`src/rtl/irq_delay_pkg.sv`:
```
package irq_delay_pkg;

  localparam int unsigned OFS_IE_LO  = 'h200;
  localparam int unsigned OFS_IE_HI  = 'h201;
  localparam int unsigned OFS_IF_LO  = 'h202;
  localparam int unsigned OFS_IF_HI  = 'h203;
  localparam int unsigned OFS_IME    = 'h208;

  // Strobes from control to datapath
  typedef struct packed {
    logic wrIeLo;
    logic wrIeHi;
    logic wrIfLo;
    logic wrIfHi;
    logic wrIme;
    logic dlyLoad;
    logic dlyFire;
    logic advance;
  } irq_strobe_t;

endpackage

```
`src/rtl/irq_ctrl_ctl.sv`:
```
module irq_ctrl_ctl
  import irq_delay_pkg::*;
#(
  parameter int ADDR_W    = 10,
  parameter int NUM_SRC   = 16,
  parameter int UPD_DELAY = 3,
  parameter int DLY_W     = 4
) (
  input  logic               clk,
  input  logic               rst_n,
  input  logic               regWrEn,
  input  logic [ADDR_W-1:0]  regAddr,
  input  logic [NUM_SRC-1:0] reqPulse,
  input  logic               dlyLoad,
  input  logic [DLY_W-1:0]   dlyCount,
  output irq_strobe_t        st
);
  localparam int CNT_W = $clog2(UPD_DELAY + 1);

  logic [CNT_W-1:0] updCnt;
  logic [DLY_W-1:0] dlyCnt;
  logic             trigger;

  always_comb begin
    st         = '0;
    st.wrIeLo  = regWrEn && (regAddr == ADDR_W'(OFS_IE_LO));
    st.wrIeHi  = regWrEn && (regAddr == ADDR_W'(OFS_IE_HI));
    st.wrIfLo  = regWrEn && (regAddr == ADDR_W'(OFS_IF_LO));
    st.wrIfHi  = regWrEn && (regAddr == ADDR_W'(OFS_IF_HI));
    st.wrIme   = regWrEn && (regAddr == ADDR_W'(OFS_IME));
    st.dlyLoad = dlyLoad;
    st.dlyFire = (dlyCnt == DLY_W'(1));
    st.advance = (updCnt != '0);
    trigger    = st.wrIeLo | st.wrIeHi | st.wrIfLo | st.wrIfHi | st.wrIme
               | (|reqPulse) | st.dlyFire;
  end

  always_ff @(posedge clk) begin
    if (!rst_n) begin
      updCnt <= '0;
      dlyCnt <= '0;
    end else begin
      if (trigger)             updCnt <= CNT_W'(UPD_DELAY);
      else if (updCnt != '0)   updCnt <= updCnt - CNT_W'(1);

      if (dlyLoad)             dlyCnt <= dlyCount;
      else if (dlyCnt != '0)   dlyCnt <= dlyCnt - DLY_W'(1);
    end
  end

endmodule

```
`src/rtl/irq_ctrl_dp.sv`:
```
module irq_ctrl_dp
  import irq_delay_pkg::*;
#(
  parameter int NUM_SRC = 16
) (
  input  logic               clk,
  input  logic               rst_n,
  input  irq_strobe_t        st,
  input  logic [7:0]         wrData,
  input  logic [NUM_SRC-1:0] reqPulse,
  input  logic [NUM_SRC-1:0] dlySrc,
  output logic [NUM_SRC-1:0] liveIe,
  output logic [NUM_SRC-1:0] liveIf,
  output logic               liveIme,
  output logic               haltWake,
  output logic               irqLine
);
  logic [NUM_SRC-1:0] shIe, shIf, dlyMask;
  logic               shIme;
  logic [NUM_SRC-1:0] shIeNext, shIfNext, clrMask, setMask;
  logic [15:0]        ieWide, clrWide;
  logic               pendQ;
  logic [1:0]         lineHist;
  logic               anyLive;

  always_comb begin
    ieWide = 16'(shIe);
    if (st.wrIeLo) ieWide[7:0]  = wrData;
    if (st.wrIeHi) ieWide[15:8] = wrData;
    shIeNext = ieWide[NUM_SRC-1:0];

    clrWide = '0;
    if (st.wrIfLo) clrWide[7:0]  = wrData;
    if (st.wrIfHi) clrWide[15:8] = wrData;
    clrMask  = clrWide[NUM_SRC-1:0];
    setMask  = reqPulse | (st.dlyFire ? dlyMask : '0);
    shIfNext = (shIf & ~clrMask) | setMask;   // set beats clear

    anyLive  = |(liveIe & liveIf);
  end

  always_ff @(posedge clk) begin
    if (!rst_n) begin
      shIe     <= '0;
      shIf     <= '0;
      shIme    <= 1'b0;
      dlyMask  <= '0;
      liveIe   <= '0;
      liveIf   <= '0;
      liveIme  <= 1'b0;
      pendQ    <= 1'b0;
      lineHist <= '0;
    end else begin
      shIe <= shIeNext;
      shIf <= shIfNext;
      if (st.wrIme)   shIme   <= wrData[0];
      if (st.dlyLoad) dlyMask <= dlySrc;
      if (st.advance) begin
        pendQ    <= anyLive;
        lineHist <= {lineHist[0], anyLive & liveIme};
        liveIe   <= shIe;
        liveIf   <= shIf;
        liveIme  <= shIme;
      end
    end
  end

  assign haltWake = pendQ;
  assign irqLine  = lineHist[1];

endmodule

```
`src/rtl/irq_delay_ctrl.sv`:
```
module irq_delay_ctrl
  import irq_delay_pkg::*;
#(
  parameter int ADDR_W    = 10,
  parameter int NUM_SRC   = 16,
  parameter int UPD_DELAY = 3,
  parameter int DLY_W     = 4
) (
  input  logic               clk,
  input  logic               rst_n,
  input  logic               regWrEn,
  input  logic [ADDR_W-1:0]  regAddr,
  input  logic [7:0]         regWrData,
  output logic [7:0]         regRdData,
  input  logic [NUM_SRC-1:0] reqPulse,
  input  logic               dlyLoad,
  input  logic [NUM_SRC-1:0] dlySrc,
  input  logic [DLY_W-1:0]   dlyCount,
  output logic               haltWake,
  output logic               irqLine
);
  irq_strobe_t        st;
  logic [NUM_SRC-1:0] liveIe, liveIf;
  logic               liveIme;
  logic [15:0]        ieRd, ifRd;

  irq_ctrl_ctl #(
    .ADDR_W(ADDR_W), .NUM_SRC(NUM_SRC), .UPD_DELAY(UPD_DELAY), .DLY_W(DLY_W)
  ) i_ctl (
    .clk(clk), .rst_n(rst_n), .regWrEn(regWrEn), .regAddr(regAddr),
    .reqPulse(reqPulse), .dlyLoad(dlyLoad), .dlyCount(dlyCount), .st(st)
  );

  irq_ctrl_dp #(.NUM_SRC(NUM_SRC)) i_dp (
    .clk(clk), .rst_n(rst_n), .st(st), .wrData(regWrData),
    .reqPulse(reqPulse), .dlySrc(dlySrc),
    .liveIe(liveIe), .liveIf(liveIf), .liveIme(liveIme),
    .haltWake(haltWake), .irqLine(irqLine)
  );

  always_comb begin
    ieRd = 16'(liveIe);
    ifRd = 16'(liveIf);
    if      (regAddr == ADDR_W'(OFS_IE_LO)) regRdData = ieRd[7:0];
    else if (regAddr == ADDR_W'(OFS_IE_HI)) regRdData = ieRd[15:8];
    else if (regAddr == ADDR_W'(OFS_IF_LO)) regRdData = ifRd[7:0];
    else if (regAddr == ADDR_W'(OFS_IF_HI)) regRdData = ifRd[15:8];
    else if (regAddr == ADDR_W'(OFS_IME))   regRdData = {7'b0, liveIme};
    else                                    regRdData = 8'h00;
  end

endmodule

```
`config.mk`:
```
export PLATFORM = sky130hd
export DESIGN_NAME = irq_delay_ctrl
export DESIGN_NICKNAME = d
export VERILOG_FILES = /design/src/rtl/irq_delay_pkg.sv /design/src/rtl/irq_ctrl_ctl.sv /design/src/rtl/irq_ctrl_dp.sv /design/src/rtl/irq_delay_ctrl.sv
export SDC_FILE = /design/constraint.sdc
export NUM_CORES = 1
export LEC_CHECK = 0
export CORE_ASPECT_RATIO = 0.8
export CORE_MARGIN = 4
export CORE_UTILIZATION = 53
export CTS_CLUSTER_SIZE = 25
export DETAILED_ROUTE_END_ITERATION = 6
export GPL_TIMING_DRIVEN = 1
export PLACE_DENSITY = 0.83
export SYNTH_ARGS = -nofsm -noshare
export SYNTH_HDL_FRONTEND = slang
export SYNTH_SLANG_ARGS = --single-unit
```
`constraint.sdc`:
```
create_clock -name clk -period 2 [get_ports clk]
set_input_delay 0.4 -clock clk [delete_from_list [all_inputs] [get_ports clk]]
set_output_delay 0.4 -clock clk [all_outputs]
set_load 0.01 [all_outputs]
```
==> results.json <==
{
  "synth_top_area_frac": 0.4611,
  "end_kind": "output port",
  "min_from": "i_dp.shIe[7]",
  "die_h_um": 85.23,
  "cts_root_buf": "clkbuf_8",
  "status": "finished clean",
  "totalWireLength_um": 9964,
  "antenna_found_initial": 0,
  "reg2regPathDepth": 6,
  "vias": 3279,
  "io_pins": 68,
  "slew_viol_final": 0,
  "ir_drop_uv": 621.0,
  "fmax_mhz": 526.6,
  "p_leak_nw": 2.102,
  "worst_pin_slew_ns": 0.4961,
  "cp-start-kind": "input pin",
  "grt_max_degree": 56,
  "hpwl_um": 7364,
  "finalNetCount": 541,
  "wl_per_cell_um": 17.45,
  "syn_area_um2": 3951,
  "crit_required_ns": 1.60,
  "numPortBuffers": 67,
  "skew_ns": 0.008975,
  "syn_inst": 394,
  "cts_hold_buf": 0,
  "min_path_type": "flop to flop",
  "syn_avg_cell_area_um2": 10.03,
  "min_to": "i_dp.shIe[7]",
  "die_w_um": 104.5,
  "finalPower_mw": 3.600,
  "drive_gt1_frac": 0.1756,
  "diodes": 0,
  "post-synth-top-area-cell": "dfxtp_1",
  "drv_cap": 0,
  "pre_cts_ws_ns": -0.6573,
  "grt.overflow.total": 0,
  "netlist_top_cells_area": "dfxtp_1 (46%), mux2i_1 (18%), nor2_1 (5.3%)",
  "yosysWarningCount": 0,
  "cts.clk_slew.worst_paths_ns": 0.09,
  "cp_max_fo": 6,
  "setup_viol": 0,
  "grt_pass1_vias": 3522,
  "clock-sinks": 91,
  "rrSetupSlack_ns": 0.24,
  "numCtsBuffers": 9,
  "async_flop_share": 0,
  "areaGrowthSynthToFinish_pct": 28.15,
  "min_period_ns": 1.899,
  "hold_depth": 2,
  "cp_data_arrival_time_ns": 1.50,
  "synth-edff-count": 0,
  "period_share": 0.9495,
  "post-route-drc-count": 0,
  "avgViaCountPerCell": 5.743,
  "clockBufferDepth": 2,
  "clk_latency_ns": 0.36,
  "start_util": 0.5596,
  "r2r_start": "i_ctl.dlyCnt[0]",
  "rows": 27,
  "cts_tree": "yes",
  "finalWeightedCongestion": 0.9153,
  "die_area_um2": 8910,
  "rsz0062_at_grt": "yes",
  "drt_first_pass_iters": 5,
  "relSlewSlack": 0.6685,
  "core_um2": 7061,
  "final_core_utilization": 0.7172,
  "hold_viol_final": 0,
  "ant_nets": 0,
  "syn-num-nets": 456,
  "drt_iter0_markers": 99,
  "power_density_nw_per_um2": 711.0,
  "grt.total_usage": 0.2322,
  "synth.distinct_cells": 41,
  "seq_area_frac_synth": 0.4611,
  "synth-main-ff-cell": "dfxtp_1",
  "n_fill_cell": 527,
  "hold_slack_ns": 0.4622,
  "worst_slack_ns": 0.1010,
  "ys_seq_elements": 91,
  "timing.rr.end": "i_ctl.dlyCnt[1]",
  "path_class": "input pin to output port",
  "h-tree-depth": 3,
  "grt_pass1_wl_um": 16640
}
==> cells in the mapped netlist (2+ instances only) <==
| cell type | number |
|---|---|
| dfxtp_1 | 91 |
| mux2i_1 | 70 |
| nor2_1 | 56 |
| nand2_1 | 27 |
| nor2b_1 | 23 |
| a21oi_1 | 20 |
| a311oi_1 | 16 |
| clkbuf_1 | 12 |
| inv_1 | 8 |
| mux4_2 | 7 |
| buf_2 | 6 |
| nor4_1 | 5 |
| a221oi_1 | 4 |
| a22o_1 | 4 |
| ha_1 | 4 |
| nor3_1 | 4 |
| buf_1 | 3 |
| mux2_2 | 3 |
| nand3_1 | 3 |
| nor3b_1 | 3 |
| o21ai_0 | 3 |
| a31oi_1 | 2 |
| xnor2_1 | 2 |
==> worst max path at each step <==
| stage | end | slack [ns] | start |
|---|---|---|---|
| global route | regRdData[0] | -0.01 | regAddr[8] |
| floorplan | regRdData[0] | 0.12 | regAddr[6] |
| global placement | regRdData[0] | -0.65 | regAddr[6] |
| detailed placement | regRdData[0] | -0.66 | regAddr[6] |
| finish | regRdData[3] | 0.10 | regAddr[0] |
| CTS | regRdData[0] | -0.01 | regAddr[7] |
==> timing repair <==
item	in CTS	in global routing
setup endpoints to repair	8	8
gates cloned	1	0
resized for setup	63	13
pin swaps	6	5
buffers inserted	1	1
==> per-stage QoR <==
step	setup TNS, ns	cell area [um2]	std cells
floorplan	0	3951	394
global placement	-13.27	4856	552
detailed placement	-14.05	4856	552
CTS	-0.01245	5060	570
global route	-0.01020	5064	571
finish	0	5064	571
==> cell families after synthesis <==
family	synth area share
xor gates and xnor gates	0.006651
and+or+nand+nor	0.1688
adders and majority gates	0.01267
buffers and inverters	0.03325
AOI/OAI and AO/OA	0.09183
DFF	0.4611
muxes	0.2258
==> flip-flops by register name, summed over array words and instances, names as in the netlist <==
name / flops
i_dp.shIf: 16
i_ctl.dlyCnt: 4
i_dp.shIme: 1
i_ctl.updCnt: 2
i_dp.shIe: 16
i_dp.liveIme: 1
i_dp.lineHist: 2
i_dp.haltWake: 1
i_dp.dlyMask: 16
i_dp.liveIf: 16
i_dp.liveIe: 16
==> critical path, stage by stage <==
cell and delay [ns]:
buf_2 0.16, buf_12 0.15, mux4_2 0.48, nor2b_2 0.17
buf_2 0.14
==> cell usage in the layout, fill, tap and decap left out, types with 4 or more instances in the layout <==
cell / count
a311oi_1: 16
nor4_1: 4
inv_1: 8
nor2_1: 56
clkbuf_8: 9
nor2b_1: 20
a22o_1: 4
mux2i_1: 70
clkdlybuf4s50_1: 49
a221oi_1: 4
buf_4: 25
nor3_1: 4
clkbuf_2: 5
dfxtp_1: 91
buf_2: 9
nand2_1: 27
mux4_2: 7
a21oi_1: 19
==> cell type report <==
| class | count | area, um2 | share of cell area |
|---|---|---|---|
| clock inverters | 6 | 50.05 | 0.009884 |
| repair buffers | 96 | 868.3 | 0.1715 |
| well taps | 87 | 108.9 | 0.02150 |
| multi-input cells | 272 | 2053 | 0.4055 |
| inverters | 9 | 33.78 | 0.006672 |
| clock buffers | 10 | 127.6 | 0.02520 |
| flip-flops and latches | 91 | 1822 | 0.3598 |
==> power breakdown <==
group	internal (mW)	leakage [nW]	switching, mW
registers	1.89	0.746	0.0563
clock network	0.467	0.0888	0.671
logic	0.278	1.27	0.238
==> metal layers <==
| metal | part of all wire | vias up | wire length, um | GRT usage |
|---|---|---|---|---|
| met3 | 0.060 | 16 | 593 | 0.06084 |
| met2 | 0.50 | 105 | 5010 | 0.4273 |
| met5 | 0 | - | 0 | 0 |
| li1 | - | 1574 | - | - |
| met4 | 0.014 | 0 | 136 | 0.05193 |
| met1 | 0.42 | 1584 | 4224 | 0.2721 |
Note: power is estimated with default switching activity, not from simulation.
